File: config.mk
export PLATFORM = sky130hd
export DESIGN_NAME = bcd_rtc_core
export DESIGN_NICKNAME = d
export VERILOG_FILES = /design/src/rtl/rtc_core_pkg.sv /design/src/rtl/rtc_upd_ctrl.sv /design/src/rtl/rtc_time_ctr.sv /design/src/rtl/rtc_cal_ctr.sv /design/src/rtl/bcd_rtc_core.sv
export SDC_FILE = /design/constraint.sdc
export NUM_CORES = 1
export LEC_CHECK = 0
export BUFFER_PORTS_ARGS = -buffer_cell sky130_fd_sc_hd__clkbuf_2
export CORE_ASPECT_RATIO = 1.75
export CORE_MARGIN = 3
export CORE_UTILIZATION = 55
export CTS_BUF_LIST = sky130_fd_sc_hd__clkbuf_16
export CTS_CLUSTER_SIZE = 40
export DETAILED_ROUTE_END_ITERATION = 10
export PLACE_DENSITY = 0.78
export RECOVER_POWER = 25
export SLEW_MARGIN = 20
export SYNTH_ARGS = -nofsm -noshare
export SYNTH_HDL_FRONTEND = slang
export SYNTH_SLANG_ARGS = --single-unit
File: constraint.sdc
create_clock -name clk -period 3.3 [get_ports clk]
set_clock_uncertainty 0.1 [all_clocks]
set_input_delay 0.33 -clock clk [delete_from_list [all_inputs] [get_ports clk]]
set_output_delay 0.33 -clock clk [all_outputs]
set_load 0.05 [all_outputs]
File: src/rtl/rtc_core_pkg.sv
`timescale 1ns/1ps
package rtc_core_pkg;
  localparam int REG_W  = 32;
  localparam int ADDR_W = 2;

  localparam logic [ADDR_W-1:0] A_CTRL = 2'd0;
  localparam logic [ADDR_W-1:0] A_MODE = 2'd1;
  localparam logic [ADDR_W-1:0] A_TIME = 2'd2;
  localparam logic [ADDR_W-1:0] A_CAL  = 2'd3;

  localparam int REQ_TIME = 0;
  localparam int REQ_CAL  = 1;

  // two-digit BCD increment, 99 wraps to 00
  function automatic logic [7:0] bcd_inc(input logic [7:0] v);
    logic [7:0] r;
    if (v[3:0] >= 4'd9) begin
      r[3:0] = 4'd0;
      r[7:4] = (v[7:4] >= 4'd9) ? 4'd0 : v[7:4] + 4'd1;
    end else begin
      r = {v[7:4], v[3:0] + 4'd1};
    end
    return r;
  endfunction

  function automatic logic is_leap(input logic [6:0] cent, input logic [7:0] yr);
    logic [4:0] m;
    m = {v_ext(yr[7:4]), 1'b0} + {1'b0, yr[3:0]};
    return (m[1:0] == 2'b00) && !(cent == 7'h19 && yr == 8'h00);
  endfunction

  function automatic logic [3:0] v_ext(input logic [3:0] t);
    return t;
  endfunction

  // last day of month, BCD
  function automatic logic [5:0] month_len(input logic [4:0] mon,
                                           input logic [6:0] cent,
                                           input logic [7:0] yr);
    case (mon)
      5'h02:                      return is_leap(cent, yr) ? 6'h29 : 6'h28;
      5'h04, 5'h06, 5'h09, 5'h11: return 6'h30;
      default:                    return 6'h31;
    endcase
  endfunction
endpackage

File: src/rtl/rtc_upd_ctrl.sv
`timescale 1ns/1ps
module rtc_upd_ctrl
  import rtc_core_pkg::*;
#(
  parameter int NREQ = 2
) (
  input  logic            clk,
  input  logic            rst_n,
  input  logic            tick,
  input  logic            ctrl_we,
  input  logic [NREQ-1:0] ctrl_wdata,
  output logic [NREQ-1:0] req,
  output logic            ack
);
  logic [NREQ-1:0] req_q, req_nxt;
  logic            ack_q;

  assign req_nxt = ctrl_we ? ctrl_wdata : req_q;

  always_ff @(posedge clk or negedge rst_n) begin
    if (!rst_n) begin
      req_q <= '0;
      ack_q <= 1'b0;
    end else begin
      req_q <= req_nxt;
      if (req_nxt == '0)              ack_q <= 1'b0;
      else if (tick && req_q != '0)   ack_q <= 1'b1;
    end
  end

  assign req = req_q;
  assign ack = ack_q;

  assert_ack_has_req_R5: assert property (@(posedge clk) disable iff (!rst_n)
    ack_q |-> (req_q != '0));
  assert_ack_after_tick_R5: assert property (@(posedge clk) disable iff (!rst_n)
    $rose(ack_q) |-> $past(tick));
endmodule

File: src/rtl/rtc_time_ctr.sv
`timescale 1ns/1ps
module rtc_time_ctr
  import rtc_core_pkg::*;
#(
  parameter int W = REG_W
) (
  input  logic         clk,
  input  logic         rst_n,
  input  logic         tick,
  input  logic         hold,
  input  logic         mode12,
  input  logic         ld,
  input  logic [W-1:0] ld_data,
  output logic [W-1:0] time_w,
  output logic         day_carry,
  output logic         min_evt
);
  logic [6:0] sec_q, min_q;
  logic [5:0] hr_q;
  logic       pm_q;
  logic       min_evt_q;
  logic       adv, sec_wrap, min_wrap;
  logic [7:0] sec_inc, min_inc, hr_inc;
  logic [5:0] hr_nxt;
  logic       pm_nxt, hr_day;

  assign adv      = tick && !hold;
  assign sec_wrap = (sec_q == 7'h59);
  assign min_wrap = (min_q == 7'h59);
  assign sec_inc  = bcd_inc({1'b0, sec_q});
  assign min_inc  = bcd_inc({1'b0, min_q});
  assign hr_inc   = bcd_inc({2'b00, hr_q});

  always_comb begin
    hr_nxt = hr_inc[5:0];
    pm_nxt = pm_q;
    hr_day = 1'b0;
    if (mode12) begin
      if (hr_q == 6'h11) begin
        hr_nxt = 6'h12;
        pm_nxt = !pm_q;
        hr_day = pm_q;
      end else if (hr_q == 6'h12) begin
        hr_nxt = 6'h01;
      end
    end else if (hr_q == 6'h23) begin
      hr_nxt = 6'h00;
      hr_day = 1'b1;
    end
  end

  assign day_carry = adv && sec_wrap && min_wrap && hr_day;

  always_ff @(posedge clk or negedge rst_n) begin
    if (!rst_n) begin
      sec_q     <= '0;
      min_q     <= '0;
      hr_q      <= '0;
      pm_q      <= 1'b0;
      min_evt_q <= 1'b0;
    end else begin
      min_evt_q <= adv && sec_wrap;
      if (ld) begin
        sec_q <= ld_data[6:0];
        min_q <= ld_data[14:8];
        hr_q  <= ld_data[21:16];
        pm_q  <= ld_data[22];
      end else if (adv) begin
        sec_q <= sec_wrap ? 7'h00 : sec_inc[6:0];
        if (sec_wrap) begin
          min_q <= min_wrap ? 7'h00 : min_inc[6:0];
          if (min_wrap) begin
            hr_q <= hr_nxt;
            pm_q <= pm_nxt;
          end
        end
      end
    end
  end

  assign time_w  = {{(W-23){1'b0}}, pm_q, hr_q, 1'b0, min_q, 1'b0, sec_q};
  assign min_evt = min_evt_q;

  assert_time_frozen_R4: assert property (@(posedge clk) disable iff (!rst_n)
    (hold && !ld) |=> $stable(time_w));
  assert_min_evt_tick_R11: assert property (@(posedge clk) disable iff (!rst_n)
    min_evt |-> $past(tick));
endmodule

File: src/rtl/rtc_cal_ctr.sv
`timescale 1ns/1ps
module rtc_cal_ctr
  import rtc_core_pkg::*;
#(
  parameter int         W        = REG_W,
  parameter logic [6:0] RST_CENT = 7'h19,
  parameter logic [7:0] RST_YEAR = 8'h00
) (
  input  logic         clk,
  input  logic         rst_n,
  input  logic         day_inc,
  input  logic         hold,
  input  logic         ld,
  input  logic [W-1:0] ld_data,
  output logic [W-1:0] cal_w,
  output logic         day_evt
);
  logic [6:0] cent_q;
  logic [7:0] yr_q;
  logic [4:0] mon_q;
  logic [2:0] wd_q;
  logic [5:0] date_q;
  logic       day_evt_q;
  logic       adv, date_wrap, mon_wrap, yr_wrap;
  logic [7:0] date_inc, mon_inc, yr_inc, cent_inc;

  assign adv       = day_inc && !hold;
  assign date_wrap = (date_q == month_len(mon_q, cent_q, yr_q));
  assign mon_wrap  = (mon_q == 5'h12);
  assign yr_wrap   = (yr_q == 8'h99);
  assign date_inc  = bcd_inc({2'b00, date_q});
  assign mon_inc   = bcd_inc({3'b000, mon_q});
  assign yr_inc    = bcd_inc(yr_q);
  assign cent_inc  = bcd_inc({1'b0, cent_q});

  always_ff @(posedge clk or negedge rst_n) begin
    if (!rst_n) begin
      cent_q    <= RST_CENT;
      yr_q      <= RST_YEAR;
      mon_q     <= 5'h01;
      wd_q      <= 3'd1;
      date_q    <= 6'h01;
      day_evt_q <= 1'b0;
    end else begin
      day_evt_q <= adv;
      if (ld) begin
        cent_q <= ld_data[6:0];
        yr_q   <= ld_data[15:8];
        mon_q  <= ld_data[20:16];
        wd_q   <= ld_data[23:21];
        date_q <= ld_data[29:24];
      end else if (adv) begin
        wd_q   <= (wd_q == 3'd7) ? 3'd1 : wd_q + 3'd1;
        date_q <= date_wrap ? 6'h01 : date_inc[5:0];
        if (date_wrap) begin
          mon_q <= mon_wrap ? 5'h01 : mon_inc[4:0];
          if (mon_wrap) begin
            yr_q <= yr_inc;
            if (yr_wrap) cent_q <= cent_inc[6:0];
          end
        end
      end
    end
  end

  assign cal_w   = {{(W-30){1'b0}}, date_q, wd_q, mon_q, yr_q, 1'b0, cent_q};
  assign day_evt = day_evt_q;

  assert_cal_frozen_R4: assert property (@(posedge clk) disable iff (!rst_n)
    (hold && !ld) |=> $stable(cal_w));
  assert_day_evt_carry_R11: assert property (@(posedge clk) disable iff (!rst_n)
    day_evt |-> $past(day_inc));
endmodule

File: src/rtl/bcd_rtc_core.sv
`timescale 1ns/1ps
module bcd_rtc_core
  import rtc_core_pkg::*;
#(
  parameter int DW = REG_W,
  parameter int AW = ADDR_W
) (
  input  logic          clk,
  input  logic          rst_n,
  input  logic          tick,
  input  logic          wr_en,
  input  logic [AW-1:0] wr_addr,
  input  logic [DW-1:0] wr_data,
  input  logic [AW-1:0] rd_addr,
  output logic [DW-1:0] rd_data,
  output logic          upd_ack,
  output logic          sec_evt,
  output logic          min_evt,
  output logic          day_evt
);
  localparam int NREQ = 2;

  logic [NREQ-1:0] req;
  logic            ack;
  logic            mode12_q, sec_evt_q;
  logic            ctrl_we, time_ld, cal_ld, day_carry;
  logic [DW-1:0]   time_w, cal_w;

  assign ctrl_we = wr_en && (wr_addr == A_CTRL);
  assign time_ld = wr_en && (wr_addr == A_TIME) && req[REQ_TIME] && ack;
  assign cal_ld  = wr_en && (wr_addr == A_CAL)  && req[REQ_CAL]  && ack;

  rtc_upd_ctrl #(.NREQ(NREQ)) u_upd (
    .clk(clk), .rst_n(rst_n), .tick(tick),
    .ctrl_we(ctrl_we), .ctrl_wdata(wr_data[NREQ-1:0]),
    .req(req), .ack(ack)
  );

  rtc_time_ctr #(.W(DW)) u_time (
    .clk(clk), .rst_n(rst_n), .tick(tick), .hold(req[REQ_TIME]),
    .mode12(mode12_q), .ld(time_ld), .ld_data(wr_data),
    .time_w(time_w), .day_carry(day_carry), .min_evt(min_evt)
  );

  rtc_cal_ctr #(.W(DW)) u_cal (
    .clk(clk), .rst_n(rst_n), .day_inc(day_carry), .hold(req[REQ_CAL]),
    .ld(cal_ld), .ld_data(wr_data), .cal_w(cal_w), .day_evt(day_evt)
  );

  always_ff @(posedge clk or negedge rst_n) begin
    if (!rst_n) begin
      mode12_q  <= 1'b0;
      sec_evt_q <= 1'b0;
    end else begin
      sec_evt_q <= tick;
      if (wr_en && wr_addr == A_MODE) mode12_q <= wr_data[0];
    end
  end

  always_comb begin
    case (rd_addr)
      A_CTRL:  rd_data = {{(DW-NREQ){1'b0}}, req};
      A_MODE:  rd_data = {{(DW-1){1'b0}}, mode12_q};
      A_TIME:  rd_data = time_w;
      default: rd_data = cal_w;
    endcase
  end

  assign upd_ack = ack;
  assign sec_evt = sec_evt_q;

  assert_sec_evt_R6: assert property (@(posedge clk) disable iff (!rst_n)
    tick |=> sec_evt);
  assert_time_ld_gated_R3: assert property (@(posedge clk) disable iff (!rst_n)
    !$stable(time_w) |-> ($past(tick) || $past(wr_en && wr_addr == A_TIME && ack)));
  assert_cal_ld_gated_R3: assert property (@(posedge clk) disable iff (!rst_n)
    !$stable(cal_w) |-> ($past(tick) || $past(wr_en && wr_addr == A_CAL && ack)));
endmodule

## Word level (Yosys, flattened, before mapping)

Index checks and enable logic that the tools add are counted.

- Add/sub/neg operators: 16
- Multipliers: 0
- Div/mod/pow operators: 0
- Magnitude comparators: 14
- Equality and inequality tests: 20
- Shift-type cells: 0
- Multiplexer cells: 63
- Bitwise gates (word level): 0
- Reductions and logical operators: 55

Operators by type and width:

| kind | number |
|---|---|
| 7-bit two-way mux | 15 |
| 30-bit one-hot mux with 3 select lines | 1 |
| 6-bit two-way mux | 13 |
| 8-bit two-way mux | 5 |
| 4-bit by 1-bit adder with 4-bit output, second input constant | 8 |
| 4-bit >= comparator, second input constant | 8 |
| 2-bit nonzero test | 13 |
| 5-bit two-way mux | 5 |
| 3-bit two-way mux | 6 |
| 1-bit logical AND | 16 |
| 7-bit equality test, second input constant | 2 |
| 1-bit two-way mux | 13 |
| 3-bit by 1-bit adder with 3-bit output, second input constant | 4 |
| 6-bit by 5-bit equality test with 1-bit output, second input constant | 2 |
| 3-bit by 4-bit >= comparator with 1-bit output, second input constant | 3 |
| 6-bit one-hot mux with 2 select lines | 1 |
| 3-bit AND reduction | 4 |
| 3-bit nonzero test | 4 |
| 5-bit by 3-bit equality test with 1-bit output, second input constant | 2 |
| 5-bit equality test, second input constant | 2 |
| 5-bit AND reduction | 2 |
| 8-bit equality test, second input constant | 1 |
| 2-bit by 4-bit >= comparator with 1-bit output, second input constant | 2 |
| 2-bit zero test | 4 |
| 19 further kinds | 32 |

- Bits in registers: 57
- Latch bits: 0
- Memory bits (writable): 0
- Memory bits (read-only): 0
- Output and inout port bits: 36
- Memories kept: 0

## Longest topological paths before layout

Gate-level depths: netlist of the first run.

- Depth in word-level cells: 10
- Mapped depth: 10
- Mapped depth without buffers: 9

## By module

Synthesis of the first run repeated with hierarchy kept, for this count alone.

- Cells, all modules: 563
- Area total of the unflattened synthesis: 4946.0 um^2

By module, submodules not included:

| module | times used | cells each | area each (um^2) | seq. area each (um^2) |
|---|---|---|---|---|
| rtc_cal_ctr | 1 | 271 | 2359.8 | 758.2 |
| rtc_time_ctr | 1 | 205 | 1781.7 | 550.5 |
| bcd_rtc_core | 1 | 80 | 683.2 | 50.0 |
| rtc_upd_ctrl | 1 | 7 | 121.4 | 75.1 |

## Worst setup path before layout of the first run

No wires, ideal clock.

- Kind: register to register
- Start: reg u_cal.mon_q[0]
- End: reg u_cal.cent_q[4]
- Setup time: 0.082 ns
- Arrival time: 2.352 ns
- Required time: 3.118 ns
- Path slack: 0.767 ns
- Stages on the path, launching flop included: 10
- Period minus slack after synthesis: 2.533 ns
- Cell sequence: dfstp_2 inv_1 ha_1 or2_2 a32oi_1 nand4_1 a211o_1 buf_6 o21a_1 o31a_1

- Longest elaborated chain between the ends: 6
- Elaborated cells between the ends (all ways): 12
- Those cells by class: eq/ne: 7; mux: 1; reduce/logical: 4

Ends and longest elaborated chain:

| item | RTL line | source |
|---|---|---|
| start, declared | rtc_cal_ctr.sv:20 | `logic [4:0] mon_q;` |
| start signal, assigned | rtc_cal_ctr.sv:49 | `mon_q <= ld_data[20:16];` |
| start signal, assigned | rtc_cal_ctr.sv:56 | `mon_q <= mon_wrap ? 5'h01 : mon_inc[4:0];` |
| 5-bit by 3-bit equality test with 1-bit output (tied with other cells) | rtc_core_pkg.sv:40 | `case (mon)` |
| 4-bit OR reduction | rtc_core_pkg.sv:40 |  |
| 6-bit one-hot mux with 2 select lines | rtc_core_pkg.sv:40 |  |
| 6-bit equality test | rtc_cal_ctr.sv:28 | `assign date_wrap = (date_q == month_len(mon_q, cent_q, yr_q));` |
| 2-bit nonzero test (no source line) | - |  |
| 5-bit AND reduction (no source line) * | - |  |
| end signal, assigned | rtc_cal_ctr.sv:47 | `cent_q <= ld_data[6:0];` |
| end signal, assigned | rtc_cal_ctr.sv:59 | `if (yr_wrap) cent_q <= cent_inc[6:0];` |
| end, declared | rtc_cal_ctr.sv:18 | `logic [6:0] cent_q;` |

Every way passes the cells marked *; elsewhere a longest branch is shown, timed or not.
A chain may end at the register's enable or synchronous reset.

## Final worst setup path of the first run

- Start: reg u_cal.mon_q[0]
- End: reg u_cal.cent_q[6]

Same word-level chain as after synthesis.

==> flow_summary.toml, run 1 <==
[routing]
final_antenna_net_count = 0
detailedRoute.firstIterationViolations = 305
vias_per_cell = 6.255
drt-wirelength-per-cell_um = 17.87
route.vias.total = 4241
drt-pass1-iter-count = 5
remaining_drc_errors = 0
total_wire_length_um = 12120

[power]
static-leakage-power_nw = 2.454
power.density_mw_per_mm2 = 863.5
vdd_drop_max_uv = 525.0

[min_path]
hold_path_startpoint = "tick"
whs_path_depth = 1
hp-class = "input port to flop"

[clock_tree]
worst_setup_hold_path_clk_slew_ns = 0.05
clk_path_buf_depth = 2
clockRootBuffer = "sky130_fd_sc_hd__clkbuf_16"
holdBufCountCts = 1
clock_tree_from_tritoncts = "done"
post-cts-setup-buffer-count = 0
clkSinkCount = 57
tritoncts.num_buffers = 9
clock_insertion_delay_worst_skew_ns = 0.34
post_cts.resized_instances = 0
h-tree-depth = 3

[critical_path]
cp_num_buf_inv = 1
critical_path_arrival_ns = 3.00
crit_path_max_incr_delay_ns = 0.57
crit_path_start_kind = "flop"
worst_reg_to_reg_cells = 8
setup.worst_path.end_class = "flop"
worstSetupStartpoint = "u_cal.mon_q[0]"
timing.critical_path.slowest_stage_cell = "sky130_fd_sc_hd__dfstp_2"
cp.required_ns = 3.46
path_delay_family = "simple AND/OR/NAND/NOR gates"
timing_worst_setup_path_type = "flop to flop"
crit_path_cell_trace = "inv_1 > ha_1 > or2_2 > a32oi_1 > nand4_1 > a211o_1 > or3_1 > a31oi_1"
crit_path_max_fo = 11
rr_startpoint = "u_cal.mon_q[0]"
crit_cells = 8

[sta]
finalWorstPathRequiredPeriod_ns = 2.842
max_clock_freq_mhz = 351.8
max-slew-margin-rel_pct = -13.50
finalSetupTns_ns = 0
tightestPinTransition_ns = 1.703
setup-violations-final = 0
finalHoldViolCount = 0
setup_repair_after_global_routing_missed_its_margin = "no"
final.period_utilization_pct = 86.13
timing_max_transition_violations_final = 29

[placement]
placement.io_buffers = 69
hpwl_um = 8927
gp_congestion = 0.9195

[logic_synthesis]
synth_area_leaders = "sky130_fd_sc_hd__dfrtp_1 (29%), sky130_fd_sc_hd__ha_1 (11%), sky130_fd_sc_hd__mux2i_1 (5.6%), sky130_fd_sc_hd__o21ai_0 (4.7%), sky130_fd_sc_hd__nand2_1 (3.9%)"
ys.flop_type = "sky130_fd_sc_hd__dfrtp_1"
synth_cells = 520
synthesis.area_mm2 = 0.004447
postSynthAreaPerCell_um2 = 8.551
cell_accounting_for_the_most_synthesized_area = "sky130_fd_sc_hd__dfrtp_1"
ys_seq_area_share_pct = 32.25
ys_ff_latch = 57
number_of_enable_flip_flop_cells_after_synthesis = 0
yosysUniqueCellTypes = 68
yosys_warnings = 0
post-synth-top-area-fraction_pct = 28.70
async_reset_ff_share_pct = 100.0

[die]
pin_count = 76
fp.dieH_um = 125.0
floorplan.initialDensity_pct = 57.56
design.die.area_mm2 = 0.009243
fp.dieW_um = 73.97
site_rows = 42
total_core_area_mm2 = 0.007725

[global_route]
grt_start_max_net_pins = 31
grt_pass1_vias = 4106
grt_first_pass_wirelength_um = 19830
grtUsageTotal_pct = 27.56
initial_antenna_violation_count = 0
gr-total-overflow = 0

[run_status]
failed_checks = "capacitance limit, slew limit"
status = "finished with violations"

[final_layout]
drive_above_1_share_pct = 17.29
post_synthesis_to_final_layout_area_growth_pct = 16.57
final_util_pct = 67.10
nets = 663
ant_cells = 0

[job]
drv_cap = 1
routing by layer:
metal | GRT usage (%) | up-vias | share of wire (%)
met5 | 0 | - | 0
met4 | 12.81 | 0 | 3.0
met3 | 5.542 | 33 | 4.0
met2 | 47.49 | 140 | 54
met1 | 31.59 | 2071 | 39
li1 | - | 1997 | -
through the flow:
step | power [mW] | setup WS, ns | cells | cell area, um^2 | hold slack (ns)
2_1_floorplan | 2.832 | 0.7667 | 522 | 4454 | -0.06559
3_3_place_gp | 3.274 | 0.5395 | 661 | 4848 | 0.3375
3_5_place_dp | 3.372 | 0.4898 | 661 | 4848 | 0.3483
4_1_cts | 4.469 | 0.4534 | 678 | 5192 | 0.04283
5_1_grt | 4.796 | 0.2417 | 678 | 5184 | 0.07002
6_report | 4.476 | 0.4576 | 678 | 5184 | 0.07144
layout by cell type, fill, tap and decap left out, types with 3 or more instances in the layout:
master / netlist / final
sky130_fd_sc_hd__clkbuf_2: 0 / 62
sky130_fd_sc_hd__dfrtp_1: 51 / 51
sky130_fd_sc_hd__nand2_1: 46 / 46
sky130_fd_sc_hd__o21ai_0: 42 / 42
sky130_fd_sc_hd__ha_1: 38 / 38
sky130_fd_sc_hd__inv_1: 37 / 37
sky130_fd_sc_hd__nor2_1: 34 / 34
sky130_fd_sc_hd__mux2i_1: 25 / 25
sky130_fd_sc_hd__nor2b_1: 21 / 21
sky130_fd_sc_hd__a21oi_1: 20 / 20
sky130_fd_sc_hd__nand3_1: 20 / 20
sky130_fd_sc_hd__and3_1: 15 / 15
sky130_fd_sc_hd__a31oi_1: 12 / 12
sky130_fd_sc_hd__nor3_1: 11 / 11
sky130_fd_sc_hd__o31ai_1: 9 / 9
sky130_fd_sc_hd__clkbuf_16: 0 / 9
sky130_fd_sc_hd__buf_4: 4 / 9
sky130_fd_sc_hd__nand4_1: 8 / 8
sky130_fd_sc_hd__clkbuf_1: 15 / 7
sky130_fd_sc_hd__nand2b_1: 6 / 6
sky130_fd_sc_hd__nor3b_1: 6 / 6
sky130_fd_sc_hd__a32oi_1: 6 / 6
sky130_fd_sc_hd__dfstp_2: 6 / 6
sky130_fd_sc_hd__a21o_1: 5 / 5
sky130_fd_sc_hd__and2_1: 5 / 5
sky130_fd_sc_hd__xnor2_1: 5 / 5
sky130_fd_sc_hd__nand3b_1: 4 / 4
sky130_fd_sc_hd__o31a_1: 4 / 4
sky130_fd_sc_hd__a22oi_1: 4 / 4
sky130_fd_sc_hd__o21a_1: 3 / 3
sky130_fd_sc_hd__conb_1: 1 / 3
sky130_fd_sc_hd__bufinv_16: 0 / 3
sky130_fd_sc_hd__clkinv_2: 0 / 3
final timing paths:
kind,slack (ns),to
min,0.07,sec_evt
min reg2reg,0.43,u_upd.ack
min in group asynchronous,0.87,u_time.min_q[6]
max reg2reg,0.46,u_cal.cent_q[6]
max,0.46,u_cal.cent_q[6]
max in group asynchronous,0.97,u_cal.mon_q[0]
power by group:
| group | total (mW) | internal, mW | leakage, nW | switching (mW) |
|---|---|---|---|---|
| registers | 1.52 | 1.02 | 0.692 | 0.495 |
| logic | 1.89 | 0.728 | 1.60 | 1.16 |
| clock network | 1.07 | 0.730 | 0.167 | 0.344 |
| total | 4.48 | 2.48 | 2.45 | 2.00 |
sequential cells by signal, summed over array words and instances, names as in the netlist, 2 cells and up:
signal / cells
u_cal.cent_q: 7
u_cal.date_q: 6
u_cal.mon_q: 5
u_cal.wd_q: 3
u_cal.yr_q: 8
u_time.hr_q: 6
u_time.min_q: 7
u_time.sec_q: 7
u_upd.req: 2
synth_stat cells (all sizes together), types with 6 or more instances:
master  instances
o21ai          43
nor2           34
a31oi          12
dfstp           6
dfrtp          51
nand4           8
mux2i          25
nand2          46
nor2b          21
a21oi          20
and3           15
nand2b          6
buf            12
and2            6
ha             38
a32oi           6
clkbuf         15
o31ai           9
nor3           11
nor3b           6
nand3          22
inv            37
area by class of cell:
| cell class | count | area, um^2 |
|---|---|---|
| multi-input combinational | 401 | 2753 |
| sequential | 57 | 1434 |
| inverter | 37 | 138.9 |
| tap | 88 | 110.1 |
| clock inverter | 7 | 108.9 |
| clock buffer | 9 | 225.2 |
| timing repair buffer | 79 | 414.1 |
| fill | 628 | 2541 |
kinds of logic (layout without fill, tap and decap cells):
kind of cell / Yosys count / count (layout) / synth area share (%)
and+or+nand+nor: 193 / 193 / 23.38
AOI/OAI and AO/OA: 131 / 131 / 19.30
buffers and inverters: 64 / 132 / 6.021
DFF: 57 / 57 / 32.25
adders and majority gates: 38 / 38 / 10.69
muxes: 29 / 29 / 6.894
xor gates and xnor gates: 7 / 7 / 1.379
other: 1 / 3 / 0.08433
No activity file was read; power rests on OpenSTA's default activity.
==> run 2: changes to the inputs <==
==> constraint.sdc (replaced) <==
create_clock -name clk -period 3.3 [get_ports clk]
set_clock_uncertainty 0.1 [all_clocks]
set_input_delay 0.33 -clock clk [delete_from_list [all_inputs] [get_ports clk]]
set_output_delay 0.33 -clock clk [all_outputs]
set_load 0.005 [all_outputs]
==> run 2 against run 1 <==
Net effect:
- the flow still finishes with violations (capacitance limit, slew limit)
- count of clock-buffer cells in the layout stayed put
- sequential power is essentially flat
- non-clock buffer count unchanged
- combinational power decreased by 16%
- global-route usage up 0.20 points
- core utilization barely moved
- fmax is 2.8% lower
- worst hold slack better by 0.0077 ns
- critical path type unchanged
- highest routed layer unchanged
==> flow_summary.toml, run 2 (same netlist as run 1, synthesis figures left out) <==
[power]
power_frac_clock_pct = 25.6
power.share.combinational_pct = 37.9
net_switching_power_mw = 1.682
power.density_mw_per_mm2 = 802.7
static-leakage-power_nw = 2.461
vdd_drop_max_uv = 422.0
power.share.sequential_pct = 36.5
p_int_mw = 2.481
power_switching_share_pct = 40.41

[placement]
gp_congestion = 0.9218
placement.io_buffers = 69
hpwl_um = 8949

[die]
fp.dieH_um = 125.0
site_rows = 42
fp.dieW_um = 73.97
total_core_area_mm2 = 0.007725
design.die.area_mm2 = 0.009243
pin_count = 76
floorplan.initialDensity_pct = 57.56

[routing]
drt-pass1-iter-count = 5
vias_per_cell = 6.161
detailedRoute.firstIterationViolations = 299
route.vias.total = 4177
final_antenna_net_count = 0
drt-wirelength-per-cell_um = 17.81
remaining_drc_errors = 0
total_wire_length_um = 12070

[sta]
final.period_utilization_pct = 88.65
setup_repair_after_global_routing_missed_its_margin = "no"
finalSetupTns_ns = 0
finalHoldViolCount = 0
finalWorstPathRequiredPeriod_ns = 2.926
timing_max_transition_violations_final = 29
tightestPinTransition_ns = 1.691
setup-violations-final = 0
max-slew-margin-rel_pct = -12.72
max_clock_freq_mhz = 341.8

[clock_tree]
h-tree-depth = 3
clock_insertion_delay_worst_skew_ns = 0.33
clock_tree_from_tritoncts = "done"
worst_setup_hold_path_clk_slew_ns = 0.05
clkSinkCount = 57
tritoncts.num_buffers = 9
clockRootBuffer = "sky130_fd_sc_hd__clkbuf_16"
clk_path_buf_depth = 2

[critical_path]
crit_path_max_fo = 11
r2r_slack_ns = 0.37
timing_worst_setup_path_type = "flop to flop"
path_delay_family = "compound AO/OA/AOI/OAI gates"
cp_num_buf_inv = 1
critical_path_arrival_ns = 3.08
cp.required_ns = 3.45
crit_path_max_incr_delay_ns = 0.57
crit_path_cell_trace = "inv_1 > ha_1 > or2_2 > a32oi_1 > nand4_1 > a211o_1 > or3_1 > a31oi_1"
rr_startpoint = "u_cal.mon_q[0]"
setup.worst_path.end_class = "flop"
timing.critical_path.slowest_stage_cell = "sky130_fd_sc_hd__dfstp_2"
worstSetupStartpoint = "u_cal.mon_q[0]"
crit_path_start_kind = "flop"

[global_route]
grtUsageTotal_pct = 27.76
grt_first_pass_wirelength_um = 20260
gr-total-overflow = 0
grt_pass1_vias = 4205
initial_antenna_violation_count = 0
grt_start_max_net_pins = 31

[final_layout]
number_of_flip_flops_under_the_largest_register_name = 8
layout_commonest_cell = "sky130_fd_sc_hd__clkbuf_2"
largest-register = "u_cal.yr_q"
mostFrequentLayoutCells = "sky130_fd_sc_hd__clkbuf_2 (64), sky130_fd_sc_hd__dfrtp_1 (51), sky130_fd_sc_hd__nand2_1 (46), sky130_fd_sc_hd__o21ai_0 (42), sky130_fd_sc_hd__ha_1 (38)"
final.fill_count = 636
final_util_pct = 67.14
post_synthesis_to_final_layout_area_growth_pct = 16.63
drive_above_1_share_pct = 17.63
ant_cells = 0
nets = 663

[run_status]
failed_checks = "capacitance limit, slew limit"
status = "finished with violations"

[job]
drv_cap = 1

[min_path]
hold_path_startpoint = "tick"
hp-class = "input port to flop"
[run 2: cell types whose count changed in the layout (fill, tap and decap cells not counted)]
cell,before,now
sky130_fd_sc_hd__clkbuf_2,62,64
sky130_fd_sc_hd__clkbuf_1,7,5
[run 2: per-layer routing]
| layer | vias up | global-route usage [%] | wire length [um] |
|---|---|---|---|
| li1 | 1999 | - | - |
| met5 | - | 0 | 0 |
| met1 | 2020 | 32.79 | 4777 |
| met4 | 0 | 12.17 | 375 |
| met2 | 121 | 47.38 | 6464 |
| met3 | 37 | 5.301 | 455 |
[run 2: worst register-to-register path, cell delays in order (launching register included)]
cell,delay (ns)
sky130_fd_sc_hd__dfstp_2,0.57
sky130_fd_sc_hd__inv_1,0.09
sky130_fd_sc_hd__ha_1,0.24
sky130_fd_sc_hd__or2_2,0.31
sky130_fd_sc_hd__a32oi_1,0.24
sky130_fd_sc_hd__nand4_1,0.22
sky130_fd_sc_hd__a211o_1,0.51
sky130_fd_sc_hd__or3_1,0.40
sky130_fd_sc_hd__a31oi_1,0.18
[run 2: timing repair]
action                    CTS  global route
buffers inserted            0             0
hold endpoints to repair   25             0
resized for setup           0             0
hold buffers                1             0
[run 2: final timing paths]
| check | to | cells after the start |
|---|---|---|
| setup / recovery | u_cal.cent_q[6] | 8 |
| hold / removal | sec_evt | 1 |
| setup reg to reg | u_cal.cent_q[6] | 8 |
| hold reg to reg | u_upd.ack | 1 |
| max in group asynchronous | u_cal.mon_q[0] | 3 |
| min in group asynchronous | u_cal.yr_q[5] | 2 |
[run 2: area by class of cell]
type                    count  area (um^2)  area share, %
multi-input cells         401         2753          53.08
flip-flops and latches     57         1434          27.65
repair buffers             79        416.7          8.034
clock buffers               9        225.2          4.343
inverters                  37        138.9          2.678
well taps                  88        110.1          2.123
clock inverters             7        108.9          2.099
[run 2: stage by stage]
step                      instances  setup WS, ns  power, mW  cell area (um^2)  hold WS [ns]
final                           678        0.3744      4.163              5186       0.07910
after global placement          661        0.5467      2.973              4848        0.3356
after CTS                       678        0.3881      4.166              5192       0.05451
after global routing            678        0.2413      4.496              5186       0.09773
after detailed placement        661        0.4142      3.082              4848        0.3440
after floorplan                 522        0.7667      2.528              4454      -0.06559
[run 2: power by group through the flow]
| stage | Clock, mW | Combinational [mW] | Sequential [mW] |
|---|---|---|---|
| after floorplan | 0 | 1.21 | 1.32 |
| after global placement | 0 | 1.48 | 1.49 |
| after detailed placement | 0 | 1.57 | 1.51 |
| after CTS | 1.08 | 1.58 | 1.50 |
| after global routing | 1.11 | 1.82 | 1.57 |
| final | 1.07 | 1.58 | 1.52 |
